### src/rtl/cyc_timer_pkg.sv
package cyc_timer_pkg;
    localparam int SEC_W  = 7;
    localparam int CNT_W  = 13;
    localparam int OFF_W  = 12;
    localparam int TIME_W = SEC_W + CNT_W + OFF_W;

    typedef struct packed {
        logic [SEC_W-1:0] sec;
        logic [CNT_W-1:0] cnt;
        logic [OFF_W-1:0] off;
    } cyc_time_t;
endpackage

### src/rtl/cyc_ref_sync.sv
module cyc_ref_sync #(
    parameter int STAGES = 2
) (
    input  logic clk,
    input  logic rst_n,
    input  logic async_i,
    output logic rise_o
);
    // STAGES synchronizer flops plus one history flop for edge detection
    localparam int LAST = STAGES;

    logic [LAST:0] shift_d, shift_q;

    always_comb begin
        shift_d = {shift_q[LAST-1:0], async_i};
    end

    always_ff @(posedge clk or negedge rst_n) begin
        if (!rst_n) shift_q <= '0;
        else        shift_q <= shift_d;
    end

    assign rise_o = shift_q[LAST-1] & ~shift_q[LAST];
endmodule

### src/rtl/cyc_time_core.sv
module cyc_time_core
    import cyc_timer_pkg::*;
#(
    parameter int OFFSET_LAST = 3071,
    parameter int COUNT_LAST  = 7999
) (
    input  logic              clk,
    input  logic              rst_n,
    input  logic              master_en_i,
    input  logic              ext_sel_i,
    input  logic              ext_rise_i,
    input  logic              load_valid_i,
    input  logic [TIME_W-1:0] load_data_i,
    output logic [TIME_W-1:0] time_o,
    output logic              tick_o
);
    localparam logic [OFF_W-1:0] OFF_LAST_V = OFF_W'(OFFSET_LAST);
    localparam logic [CNT_W-1:0] CNT_LAST_V = CNT_W'(COUNT_LAST);

    typedef struct packed {
        cyc_time_t tm;
        logic      tick;
    } core_st_t;

    core_st_t st_d, st_q;

    // Start a new cycle: offset back to zero, count (and seconds) forward
    function automatic cyc_time_t new_cycle(cyc_time_t t);
        cyc_time_t r;
        r     = t;
        r.off = '0;
        if (t.cnt >= CNT_LAST_V) begin
            r.cnt = '0;
            r.sec = t.sec + 1'b1;
        end else begin
            r.cnt = t.cnt + 1'b1;
        end
        return r;
    endfunction

    always_comb begin
        st_d      = st_q;
        st_d.tick = 1'b0;
        if (load_valid_i && !master_en_i) begin
            st_d.tm = cyc_time_t'(load_data_i);
        end else if (master_en_i && ext_sel_i) begin
            if (ext_rise_i) begin
                st_d.tm   = new_cycle(st_q.tm);
                st_d.tick = 1'b1;
            end else if (st_q.tm.off < OFF_LAST_V) begin
                st_d.tm.off = st_q.tm.off + 1'b1;
            end
        end else if (st_q.tm.off >= OFF_LAST_V) begin
            st_d.tm   = new_cycle(st_q.tm);
            st_d.tick = 1'b1;
        end else begin
            st_d.tm.off = st_q.tm.off + 1'b1;
        end
    end

    always_ff @(posedge clk or negedge rst_n) begin
        if (!rst_n) st_q <= '0;
        else        st_q <= st_d;
    end

    assign time_o = st_q.tm;
    assign tick_o = st_q.tick;
endmodule

### src/rtl/cyc_start_req.sv
module cyc_start_req (
    input  logic clk,
    input  logic rst_n,
    input  logic master_en_i,
    input  logic tick_i,
    input  logic ack_i,
    output logic req_o
);
    typedef struct packed {
        logic req;
    } req_st_t;

    req_st_t st_d, st_q;

    always_comb begin
        st_d     = st_q;
        st_d.req = master_en_i & ((st_q.req & ~ack_i) | tick_i);
    end

    always_ff @(posedge clk or negedge rst_n) begin
        if (!rst_n) st_q <= '0;
        else        st_q <= st_d;
    end

    assign req_o = st_q.req;
endmodule

### src/rtl/cycle_timer_top.sv
module cycle_timer_top
    import cyc_timer_pkg::*;
#(
    parameter int OFFSET_LAST = 3071,
    parameter int COUNT_LAST  = 7999,
    parameter int SYNC_STAGES = 2
) (
    input  logic              clk,
    input  logic              rst_n,
    input  logic              master_en,
    input  logic              ext_sel,
    input  logic              ext_ref,
    input  logic              rx_cs_valid,
    input  logic [TIME_W-1:0] rx_cs_data,
    input  logic              tx_ack,
    output logic [TIME_W-1:0] cycle_time,
    output logic              cycle_tick,
    output logic              cs_req
);
    logic ext_rise;

    cyc_ref_sync #(.STAGES(SYNC_STAGES)) u_sync (
        .clk     (clk),
        .rst_n   (rst_n),
        .async_i (ext_ref),
        .rise_o  (ext_rise)
    );

    cyc_time_core #(.OFFSET_LAST(OFFSET_LAST), .COUNT_LAST(COUNT_LAST)) u_core (
        .clk          (clk),
        .rst_n        (rst_n),
        .master_en_i  (master_en),
        .ext_sel_i    (ext_sel),
        .ext_rise_i   (ext_rise),
        .load_valid_i (rx_cs_valid),
        .load_data_i  (rx_cs_data),
        .time_o       (cycle_time),
        .tick_o       (cycle_tick)
    );

    cyc_start_req u_req (
        .clk         (clk),
        .rst_n       (rst_n),
        .master_en_i (master_en),
        .tick_i      (cycle_tick),
        .ack_i       (tx_ack),
        .req_o       (cs_req)
    );
endmodule

### config.mk
export PLATFORM = sky130hd
export DESIGN_NAME = cycle_timer_top
export DESIGN_NICKNAME = d
export VERILOG_FILES = /design/src/rtl/cyc_timer_pkg.sv /design/src/rtl/cyc_ref_sync.sv /design/src/rtl/cyc_time_core.sv /design/src/rtl/cyc_start_req.sv /design/src/rtl/cycle_timer_top.sv
export SDC_FILE = /design/constraint.sdc
export NUM_CORES = 1
export LEC_CHECK = 0
export ABC_AREA = 1
export BUFFER_PORTS_ARGS = -buffer_cell sky130_fd_sc_hd__buf_2
export CAP_MARGIN = 20
export CORE_MARGIN = 2
export CORE_UTILIZATION = 45
export DETAILED_ROUTE_END_ITERATION = 16
export MAX_ROUTING_LAYER = met4
export PLACE_DENSITY = 0.81
export SETUP_SLACK_MARGIN = 0.5
export SLEW_MARGIN = 20
export SYNTH_ARGS = -nofsm -noshare
export SYNTH_HDL_FRONTEND = slang
export SYNTH_SLANG_ARGS = --single-unit
### constraint.sdc
create_clock -name clk -period 2.1 [get_ports clk]
set_clock_uncertainty 0.2 [all_clocks]
set_input_delay 0.42 -clock clk [delete_from_list [all_inputs] [get_ports clk]]
set_output_delay 0.42 -clock clk [all_outputs]
set_load 0.02 [all_outputs]
# Yosys cells after proc, flatten, opt, wreduce, memory -nomap -nowiden
# Index checks and enable logic that the tools add are counted.
# op_classes
add_sub_neg	3
n_lt_le_gt_ge	3
n_eq_ne	2
n_mux	12
bitwise	6
n_reduce_logical	5
# ops
operator	count
20-bit two-way mux	2
12-bit two-way mux	3
33-bit two-way mux	1
32-bit two-way mux	1
13-bit by 1-bit adder with 13-bit output, second input constant	1
13-bit >= comparator, second input constant	1
13-bit two-way mux	1
12-bit by 1-bit adder with 12-bit output, second input constant	1
12-bit >= comparator, second input constant	1
12-bit < comparator, second input constant	1
7-bit by 1-bit adder with 7-bit output, second input constant	1
7-bit two-way mux	1
4-bit by 3-bit != test with 1-bit output, second input constant	1
1-bit AND	3
1-bit two-way mux	3
3-bit by 2-bit != test with 1-bit output, second input constant	1
3-bit nonzero test	1
1-bit logical AND	2
1-bit NOT	2
2-bit AND reduction	1
1-bit logical NOT	1
1-bit bitwise OR	1
# totals
ff_bits	37
in_bits	39
out_inout_bits	34

# Depth between registers and ports, before layout
# Gate-level depths: netlist (run 1).
# logic_depth
word_depth	5
depth_mapped	11

# Cells and area by module
# From an unflattened synthesis (run 1), not the netlist that was laid out.
# unflattened
hier_cells	405
area_unflattened_um2	2731.4
# by_module_without_submodules
mod	n_inst	cells_per_inst	area_each_um2	seq_area_each_um2
cyc_time_core	1	394	2597.5	825.8
cyc_ref_sync	1	5	85.1	75.1
cyc_start_req	1	6	48.8	25.0

# Worst setup path before layout (run 1)
# Ideal clock, no wire load.
# synth_timing
path_type	reg2reg
start	register u_core.st_q (netlist bit u_core.time_o[13])
end	register u_core.st_q (netlist bit u_core.time_o[20])
setup_time_ns	0.117
t_arrival_ns	1.543
required_time_ns	1.783
path_slack_ns	0.239
stages_incl_launch_ff	10
cell_sequence	dfrtp_1 ha_1 nand2_2 nor2_2 nand3_4 nand3_4 buf_8 nor2_2 nor2_1 nor2_1
# synth_between
elab_chain_cells	5
word_cells_on_any_way	7
cone_classes	add/sub (1); order compare (1); mux (5)
# synth_lines
item	line	rtl
start, declared	cyc_time_core.sv:25	core_st_t st_d, st_q;
start signal, assigned	cyc_time_core.sv:63	else st_q <= st_d;
13-bit by 1-bit adder with 13-bit output or 13-bit >= comparator (tied branches)	cyc_time_core.sv:36, cyc_time_core.sv:32	
13-bit two-way mux *	cyc_time_core.sv:32	if (t.cnt >= CNT_LAST_V) begin
20-bit two-way mux, on equally long branches	cyc_time_core.sv:53, cyc_time_core.sv:47	
33-bit two-way mux *	cyc_time_core.sv:46	end else if (master_en_i && ext_sel_i) begin
32-bit two-way mux *	cyc_time_core.sv:44	if (load_valid_i && !master_en_i) begin
# Every way passes the cells marked *; elsewhere a longest branch is shown, timed or not. The select of a mux whose other input is x is not followed.
# A chain may end at the register's enable or synchronous reset.

# Worst setup path after layout (run 1)
# layout_timing
start	register u_core.st_q (netlist bit u_core.time_o[16])
end	register u_core.st_q (netlist bit u_core.time_o[18])
# Same word-level chain as after synthesis.

==> metrics.md, run 1 <==
| Metric | Value |
|---|---|
| Number of antenna diodes | 0 |
| Max cap viols | 0 |
| Worst-skew pair later-pin latency | 0.30 ns |
| Pin count of the biggest net entering global routing | 22 |
| Clock slew at reported path FFs | 0.08 ns |
| Vias per cell | 5.77 |
| Area growth syn-to-layout | 43.7% |
| Per-cell routed wire length | 16.4 µm |
| Hold crit path type | in2reg |
| Post-synth ARST share | 1.00 |
| Final setup viols | 0 |
| Syn Inst Count | 366 |
| Die Span X | 80.3 µm |
| Antenna violations before repair | 0 |
| Final net count | 517 |
| Synth unique cells | 28 |
| Die area | 6450 µm² |
| CTS sink cnt | 37 |
| Number of global-route vias before repair | 2621 |
| Unrepaired setup endpoints after global routing | true |
| Minimum clock period | 1.73 ns |
| Setup TNS | 0 ns |
| Fmax | 577 MHz |
| Synth warnings | 0 |
| Number of synthesized flops with an enable pin | 0 |
| Max_slew headroom | 0.671 |
| Total CTS buffers | 5 |
| P_leak | 1.88 nW |
| Final worst path period share | 0.826 |
| CP required | 2.12 ns |
| Global-route wire length before repair | 11.9 mm |
| Drt drc | 0 |
| Layout cell share with drive strength beyond 1 | 0.455 |
| Status | completed |
| Gr usage total | 0.241 |
| Worst Max-Slew Pin Slew | 0.494 ns |
| Worst setup margin | 0.366 ns |
| Crit path launch type | flop |
| DR pass1 iterations | 5 |
| Routed WL | 8.97 mm |
| # IOs | 73 |
| Post-synthesis net count | 409 |
| Clk buf depth | 2 |
| Initial Util | 0.470 |
| Most common cell after layout, fill and taps aside | nand2_1 |
| Fin util | 0.675 |
| VDD IR max | 0.000615 V |
| Final Wtd Congestion | 0.901 |
| Fill count | 404 |
| Core Rows | 27 |
| Starting DRT DRC Count | 503 |
| Post-synth top flop | dfrtp_1 |
| DR vias | 3154 |
| Final Max Slew Viols | 0 |
| Die Y | 80.3 µm |
| GRT Residual Overflow | 0 |
| Crit. End Element | flop |
| Arr. time, crit path | 1.76 ns |
| Crit Path Category | reg2reg |
| Commonest cells after routing, fill and taps aside | 103 x nand2_1, 67 x buf_2, 45 x nor2_1 |
| H-Tree Depth | 2 |
| Crit Path Max Fanout | 8 |
| Pre-CTS WS | 0.182 ns |
| Seq cells post-synth | 37 |
| Final hold violation count | 0 |
| CTS tree | built |
| IO buf count | 72 |
| Root Buffer | clkbuf_8 |
| Cell Area, Synth | 2620 µm² |
| Detail Route Antenna Nets | 0 |
| Part of the Yosys area used for sequential elements | 0.353 |
| CORE AREA | 5570 µm² |
| Mapped Avg Cell Area | 7.16 µm² |
| DP HPWL | 4.98 mm |
| Cell Pwr Density | 1040 nW/µm² |
synth_stat cells, drive strengths merged (4+ instances only):
master | count | area share
nand3 | 33 | 0.082
buf | 10 | 0.031
ha | 4 | 0.019
nor2 | 68 | 0.11
inv | 25 | 0.036
a21oi | 12 | 0.023
nand4 | 10 | 0.026
a22oi | 11 | 0.032
dfrtp | 37 | 0.35
o21ai | 6 | 0.011
nand2 | 126 | 0.20
xor2 | 14 | 0.047
per-stage QoR:
| step | cells | area, µm² | hold slack, ns | total power [mW] |
|---|---|---|---|---|
| after floorplan | 366 | 2690 | -0.0756 | 2.38 |
| after global placement | 503 | 3100 | 0.134 | 2.79 |
| after detailed placement | 503 | 3100 | 0.139 | 2.84 |
| after CTS | 531 | 3420 | 0.0277 | 3.49 |
| after global routing | 547 | 3760 | 0.0209 | 4.17 |
| final | 547 | 3760 | 0.0258 | 3.93 |
kinds of logic after synthesis:
kind of cell / Yosys count / share of synthesized area
AO/OA/AOI/OAI: 31 / 0.0716
XOR/XNOR: 16 / 0.0535
buffers and inverters: 37 / 0.0697
AND/OR/NAND/NOR: 241 / 0.433
adder cells (fa/ha/maj): 4 / 0.0191
flip-flops: 37 / 0.353
state kept, by name, indices dropped and copies added (netlist names):
signal,flops
u_core.time_o,32
u_sync.shift_q,3
u_req.req_o,1
u_core.tick_o,1
worst paths after layout:
path	start	endpoint	slack, ns	cells after the start
min in group asynchronous	rst_n	u_core.time_o[13]	0.42	2
max in group asynchronous	rst_n	u_core.time_o[22]	0.80	3
min reg2reg	u_sync.shift_q[0]	u_sync.shift_q[1]	0.15	0
max reg2reg	u_core.time_o[16]	u_core.time_o[18]	0.37	9
min	ext_ref	u_sync.shift_q[0]	0.03	1
max	u_core.time_o[16]	u_core.time_o[18]	0.37	9
layout make-up:
cell class / instances / area (µm²) / area share
Timing Repair Buffer: 108 / 697 / 0.185
Inverter: 25 / 96.3 / 0.0256
Clock inverter: 2 / 10.0 / 0.00266
Multi-Input combinational cell: 297 / 1850 / 0.490
Sequential cell: 37 / 953 / 0.253
Clock buffer: 6 / 72.6 / 0.0193
Tap cell: 72 / 90.1 / 0.0239
critical path: stages, from the launching register on:
cell,delay [ns]
dfrtp_2,0.48
nand2_4,0.10
nor2_2,0.04
nand2_2,0.09
nand2_2,0.08
nand2_4,0.12
nand3_4,0.20
nor2_2,0.15
nor2_1,0.06
nor2_1,0.12
repair_timing:
item	CTS	global route
gates cloned	3	2
gates resized for setup	16	58
pin swaps	10	22
endpoints found under the hold margin	19	0
setup endpoints to repair	32	38
setup buffers	16	14
hold buffers	1	0
metal layers:
layer | track usage | wire [µm] | vias to the layer above
met1 | 0.317 | 3580 | 1461
li1 | - | - | 1400
met5 | - | 0 | -
met3 | 0.0292 | 711 | 61
met2 | 0.387 | 4200 | 232
met4 | 0.0847 | 479 | 0
power by group:
part	switching, mW	leakage, nW	total (mW)	internal (mW)
clock network	0.272	0.0450	0.503	0.230
logic	1.27	1.41	2.13	0.864
registers	0.341	0.429	1.30	0.958
(Power assumes the default switching activity.)
==> run 2: changes to the inputs <==
clock period = 1.8 ns   (was 2.1 ns; I/O delays follow)
==> metrics.md, run 2 (synthesized netlist as in run 1, its figures left out) <==
| Metric | Value |
|---|---|
| Status | complete, but fails checks |
| Failing checks | setup timing |
| Worst-skew pair later-pin latency | 0.30 ns (about the same) |
| Pint | 3.00 mW (+46%) |
| Layout cell share with drive strength beyond 1 | 0.504 (+0.0491) |
| DR pass1 iterations | 6 (+1) |
| Vias per cell | 6.01 (+4.3%) |
| Final Max Slew Viols | 0 (unchanged) |
| Combinational share of power | 0.615 (+0.073) |
| Final net count | 564 (+9.1%) |
| Sw Share | 0.451 (-0.0271) |
| H-Tree Depth | 2 (unchanged) |
| Die Span X | 80.3 µm (unchanged) |
| Antenna violations before repair | 0 (unchanged) |
| Sequential power share | 0.275 (-0.055) |
| Max_slew headroom | 0.796 (+0.125) |
| Core Rows | 27 (unchanged) |
| Final worst path period share | 1.02 (+0.196) |
| Routed WL | 11.2 mm (+24%) |
| P_sw | 2.47 mW (+31%) |
| CTS tree | built |
| IO buf count | 72 (unchanged) |
| R2R cell count | 9 (unchanged) |
| Starting DRT DRC Count | 605 (+20%) |
| Root Buffer | clkbuf_8 |
| DP HPWL | 5.10 mm (+2.3%) |
| Die area | 6450 µm² (unchanged) |
| Placed cell areas | 3190 µm² (+2.9%) |
| Pre-CTS WS | 0.00996 ns (-0.173 ns) |
| Hold_ws | 0.120 ns (+0.0937 ns) |
| Most common cell after layout, fill and taps aside | nand2_1 |
| # IOs | 73 (unchanged) |
| DR vias | 3572 (+13%) |
| Arr. time, crit path | 1.86 ns (+0.10 ns) |
| Max reg flops | 32 (unchanged) |
| Unrepaired setup endpoints after global routing | true |
| Minimum clock period | 1.84 ns (+0.106 ns) |
| Global-route wire length before repair | 13.6 mm (+15%) |
| Detail Route Antenna Nets | 0 (unchanged) |
| CP required | 1.82 ns (-0.30 ns) |
| Final setup viols | 5 (+5) |
| Hold crit path type | in2reg |
| P_leak | 2.16 nW (+15%) |
| Worst Max-Slew Pin Slew | 0.305 ns (-0.189 ns) |
| Crit path launch type | flop |
| Crit Path Max Fanout | 4 (-4) |
| Crit Path Category | reg2reg |
| Clock slew at reported path FFs | 0.08 ns (about the same) |
| Initial Util | 0.470 (unchanged) |
| Number of antenna diodes | 0 (unchanged) |
| Max cap viols | 0 (unchanged) |
| Post-route cell area | 4340 µm² (+15%) |
| Tot Pwr | 5.47 mW (+39%) |
| Die Y | 80.3 µm (unchanged) |
| Area growth syn-to-layout | 65.5% |
| Final Wtd Congestion | 0.849 (-5.8%) |
| Final hold violation count | 0 (unchanged) |
| Pin count of the biggest net entering global routing | 22 (unchanged) |
| Clk buf depth | 2 (unchanged) |
| Crit. End Element | flop |
| Drt drc | 0 (unchanged) |
| CORE AREA | 5570 µm² (unchanged) |
| GRT Residual Overflow | 0 (unchanged) |
| Fmax | 543 MHz (-5.7%) |
| Commonest cells after routing, fill and taps aside | 97 x nand2_1, 61 x buf_4, 51 x buf_6 |
| Gr usage total | 0.277 (+0.0354) |
| Per-cell routed wire length | 18.8 µm (+14%) |
| Worst setup margin | -0.0399 ns (-0.406 ns) |
| Worst hold path depth | 3 (+2) |
| Number of global-route vias before repair | 2970 (+13%) |
| CTS sink cnt | 37 (unchanged) |
| Cell Pwr Density | 1260 nW/µm² (+21%) |
| Clock power share | 0.110 (-0.018) |
| VDD IR max | 0.000897 V (+46%) |
| Total CTS buffers | 5 (unchanged) |
## run 2: cell types whose count changed in the layout (fill, tap and decap cells not counted), moves of 6 or more
cell and change:
nand2_1 -6, buf_6 +46, nand2_2 +6, buf_4 +29
buf_2 -29
## run 2: worst paths after layout
path,to,slack (ns),start
min reg2reg,u_sync.shift_q[1],0.16,u_sync.shift_q[0]
min,u_core.time_o[11],0.12,rx_cs_data[11]
max reg2reg,u_core.time_o[24],-0.04,u_core.time_o[16]
max,u_core.time_o[24],-0.04,u_core.time_o[16]
min in group asynchronous,u_core.time_o[3],0.29,rst_n
max in group asynchronous,u_core.time_o[22],0.68,rst_n
## run 2: power by group through the flow
stage | Combinational [mW] | Sequential [mW] | Clock (mW)
4_1_cts | 2.69 | 1.44 | 0.574
3_5_place_dp | 1.88 | 1.48 | 0
5_1_grt | 3.56 | 1.53 | 0.643
3_3_place_gp | 1.81 | 1.47 | 0
2_1_floorplan | 1.02 | 1.75 | 0
6_report | 3.36 | 1.50 | 0.604
## run 2: area by class of cell
type                            instances  area, µm²
Clock buffer                            7       76.3
Clock inverter                          1       5.00
Fill cell                             339       1240
Inverter                               25       93.8
Multi-Input combinational cell        297       1830
Sequential cell                        37        953
Tap cell                               72       90.1
Timing Repair Buffer                  155       1290
## run 2: worst max-delay path, cell delays in order, from the launching register on
cell     delay [ns]
dfrtp_2        0.43
buf_4          0.16
nand2_1        0.06
nor2_1         0.20
nand3_1        0.13
nand2_1        0.08
inv_1          0.06
nor2_1         0.21
nor2_2         0.08
nor2_1         0.15
## run 2: what timing repair did
| item | CTS | global route |
|---|---|---|
| gates resized for setup | 82 | 63 |
| pin swaps | 13 | 16 |
| buffers inserted | 42 | 22 |
| hold buffers | 2 | 0 |
| cloned | 3 | 2 |
| endpoints found under the hold margin | 17 | 0 |
| setup endpoints to repair | 67 | 75 |
## run 2: per-stage QoR
stage / std cells / util / TNS, ns
after floorplan: 366 / - / 0
after global placement: 515 / 0.572 / 0
after detailed placement: 515 / 0.572 / 0
after CTS: 570 / 0.704 / 0
after global routing: 594 / 0.778 / -0.493
final: 594 / 0.778 / -0.100
## run 2: routing by layer
| layer | vias to the layer above | global-route usage | routed length, µm |
|---|---|---|---|
| li1 | 1497 | - | - |
| met1 | 1631 | 0.342 | 3950 |
| met2 | 334 | 0.451 | 5200 |
| met3 | 110 | 0.0494 | 1230 |
| met4 | 0 | 0.108 | 770 |
| met5 | - | - | 0 |
==> run 3: changes to the inputs <==
CELL_PAD_IN_SITES_DETAIL_PLACEMENT = 0   (was default)
CELL_PAD_IN_SITES_GLOBAL_PLACEMENT = 1   (was default)
CORE_UTILIZATION = 37   (was 45)
PLACE_DENSITY = 0.91   (was 0.81)
==> metrics.md, run 3 (synthesized netlist as in run 1, its figures left out) <==
| Metric | Value |
|---|---|
| Status | completed |
| DR vias | 2974 (-17%) |
| Die Span X | 88.2 µm (+9.8%) |
| GRT Residual Overflow | 0 (unchanged) |
| Global-route wire length before repair | 13.5 mm (-1.2%) |
| H-Tree Depth | 2 (unchanged) |
| Tot Pwr | 5.46 mW (about the same) |
| DR pass1 iterations | 5 (-1) |
| Clk buf depth | 2 (unchanged) |
| Worst-skew pair later-pin latency | 0.29 ns (about the same) |
| Reg-to-Reg Start | u_core.time_o[5] |
| IO buf count | 72 (unchanged) |
| Final Max Slew Viols | 0 (unchanged) |
| Crit. End Element | flop |
| Max cap viols | 0 (unchanged) |
| Worst setup margin | 0.119 ns (+0.159 ns) |
| Post-route cell area | 4310 µm² (-0.69%) |
| WL met1 | 3.72 mm (-5.8%) |
| Hold crit path type | in2reg |
| Per-cell routed wire length | 14.1 µm (-25%) |
| Max_slew headroom | 0.810 (+0.0140) |
| Crit path launch type | flop |
| Detail Route Antenna Nets | 0 (unchanged) |
| Reg2reg setup slack | 0.12 ns (+0.16 ns) |
| Routed WL | 8.57 mm (-23%) |
| Number of antenna diodes | 0 (unchanged) |
| Initial Util | 0.384 (-0.0865) |
| Die Y | 88.2 µm (+9.8%) |
| Uppermost layer routed | met4 |
| CORE AREA | 6830 µm² (+23%) |
| Arr. time, crit path | 1.67 ns (-0.19 ns) |
| Clock slew at reported path FFs | 0.09 ns (about the same) |
| Final net count | 554 (-1.8%) |
| Total CTS buffers | 5 (unchanged) |
| R2R Path End | u_core.time_o[12] |
| Most common cell after layout, fill and taps aside | nand2_1 |
| P_leak | 2.13 nW (-1.2%) |
| CTS sink cnt | 37 (unchanged) |
| Fmax | 595 MHz (+9.5%) |
| Routed wl met3 | 366 µm (-70%) |
| Layout cell share with drive strength beyond 1 | 0.482 (-0.0214) |
| Starting DRT DRC Count | 220 (-64%) |
| Final worst path period share | 0.934 (-0.0885) |
| Fill count | 557 (+64%) |
| Max reg flops | 32 (unchanged) |
| Area growth syn-to-layout | 64.3% |
| # IOs | 73 (unchanged) |
| Placed cell areas | 3240 µm² (+1.6%) |
| Commonest cells after routing, fill and taps aside | 106 x nand2_1, 53 x buf_4, 52 x buf_6 |
| Cell Pwr Density | 1270 nW/µm² (+0.65%) |
| Vias per cell | 4.89 (-19%) |
| Gr usage total | 0.228 (-0.0489) |
| Crit Path Category | reg2reg |
| Root Buffer | clkbuf_8 |
| Die area | 7770 µm² (+20%) |
| Pre-CTS WS | 0.0864 ns (+0.0764 ns) |
| Minimum clock period | 1.68 ns (-0.159 ns) |
| Final setup viols | 0 (-5) |
| CP required | 1.78 ns (-0.04 ns) |
| Pin count of the biggest net entering global routing | 27 (+23%) |
| Drt drc | 0 (unchanged) |
| CTS tree | built |
| Final Wtd Congestion | 0.876 (+3.2%) |
| DP HPWL | 5.30 mm (+4.0%) |
| Core Rows | 30 (+11%) |
| Crit path launch | u_core.time_o[5] |
| Worst Max-Slew Pin Slew | 0.285 ns (-0.0198 ns) |
| Number of global-route vias before repair | 2920 (-1.7%) |
| R2R cell count | 9 (unchanged) |
| Final hold violation count | 0 (unchanged) |
| CP Capture Point | u_core.time_o[12] |
| VDD IR max | 0.000669 V (-25%) |
| DR WL met2 | 4.33 mm (-17%) |
| Crit Path Max Fanout | 8 (+4) |
| Unrepaired setup endpoints after global routing | true |
| Antenna violations before repair | 0 (unchanged) |
==> run 3: cell types whose count changed in the layout (fill, tap and decap cells not counted), moves of 2 or more <==
| cell | previous run | this run |
|---|---|---|
| inv_2 | 3 | 1 |
| nor2_2 | 16 | 21 |
| a21oi_2 | 5 | 0 |
| buf_4 | 61 | 53 |
| nor2_1 | 44 | 37 |
| a21oi_1 | 7 | 12 |
| nor2_4 | 8 | 10 |
| nand2_4 | 9 | 7 |
| nand2_8 | 4 | 2 |
| clkbuf_1 | 2 | 0 |
| nand2_2 | 19 | 11 |
| nand2_1 | 97 | 106 |
==> run 3: timing repair <==
item                       in CTS  in global routing
hold endpoints to repair       17                  0
setup buffers                  39                 17
gates cloned                    2                  0
hold buffers                    2                  0
pin swaps                      17                 18
gates resized for setup        89                 51
setup endpoints to repair      67                 71
==> run 3: metrics by stage <==
| stage | util | setup TNS (ns) | hold slack (ns) | std cells |
|---|---|---|---|---|
| detailed placement | 0.474 | 0 | 0.136 | 540 |
| floorplan | - | 0 | -0.136 | 366 |
| CTS | 0.586 | 0 | 0.0845 | 591 |
| global placement | 0.474 | 0 | 0.130 | 540 |
| finish | 0.630 | 0 | 0.0862 | 608 |
| global route | 0.630 | -0.00930 | 0.0844 | 608 |
==> run 3: where the power goes <==
part           total (mW)  switching [mW]  internal, mW
clock network       0.782           0.331         0.451
registers            1.48           0.368          1.12
logic                3.20            1.57          1.62
==> run 3: critical path, stage by stage (launching register included) <==
cell and delay, ns:
dfrtp_2 0.43, nand2_1 0.18, nor2_4 0.07, nand3_4 0.11, nand3_4 0.09, nand2_4 0.11, nand2_8 0.10, buf_12 0.16
nand2_1 0.07, nand2_1 0.05
==> run 3: cell type report <==
cell class / instances / area, µm² / share of cell area
clock buffer: 6 / 82.6 / 0.0192
clock inverter: 2 / 37.5 / 0.00872
inverter: 25 / 96.3 / 0.0224
multi-input combinational: 293 / 1730 / 0.402
sequential: 37 / 955 / 0.222
tap: 96 / 120 / 0.0279
timing repair buffer: 149 / 1280 / 0.298
==> run 3: layer usage <==
layer / vias up / track usage
li1: 1476 / -
met1: 1394 / 0.288
met2: 92 / 0.387
met3: 12 / 0.0320
met4: 0 / 0.0537
met5: - / -
==> run 3: worst min path at each step <==
| stage | from | end | cells after the start |
|---|---|---|---|
| 6_report | rx_cs_data[11] | u_core.time_o[11] | 3 |
| 5_1_grt | rx_cs_data[11] | u_core.time_o[11] | 3 |
| 4_1_cts | rx_cs_data[11] | u_core.time_o[11] | 3 |
| 3_5_place_dp | rst_n | u_core.time_o[9] | 1 |
| 3_3_place_gp | rst_n | u_core.tick_o | 1 |
| 2_1_floorplan | rst_n | u_core.tick_o | 0 |
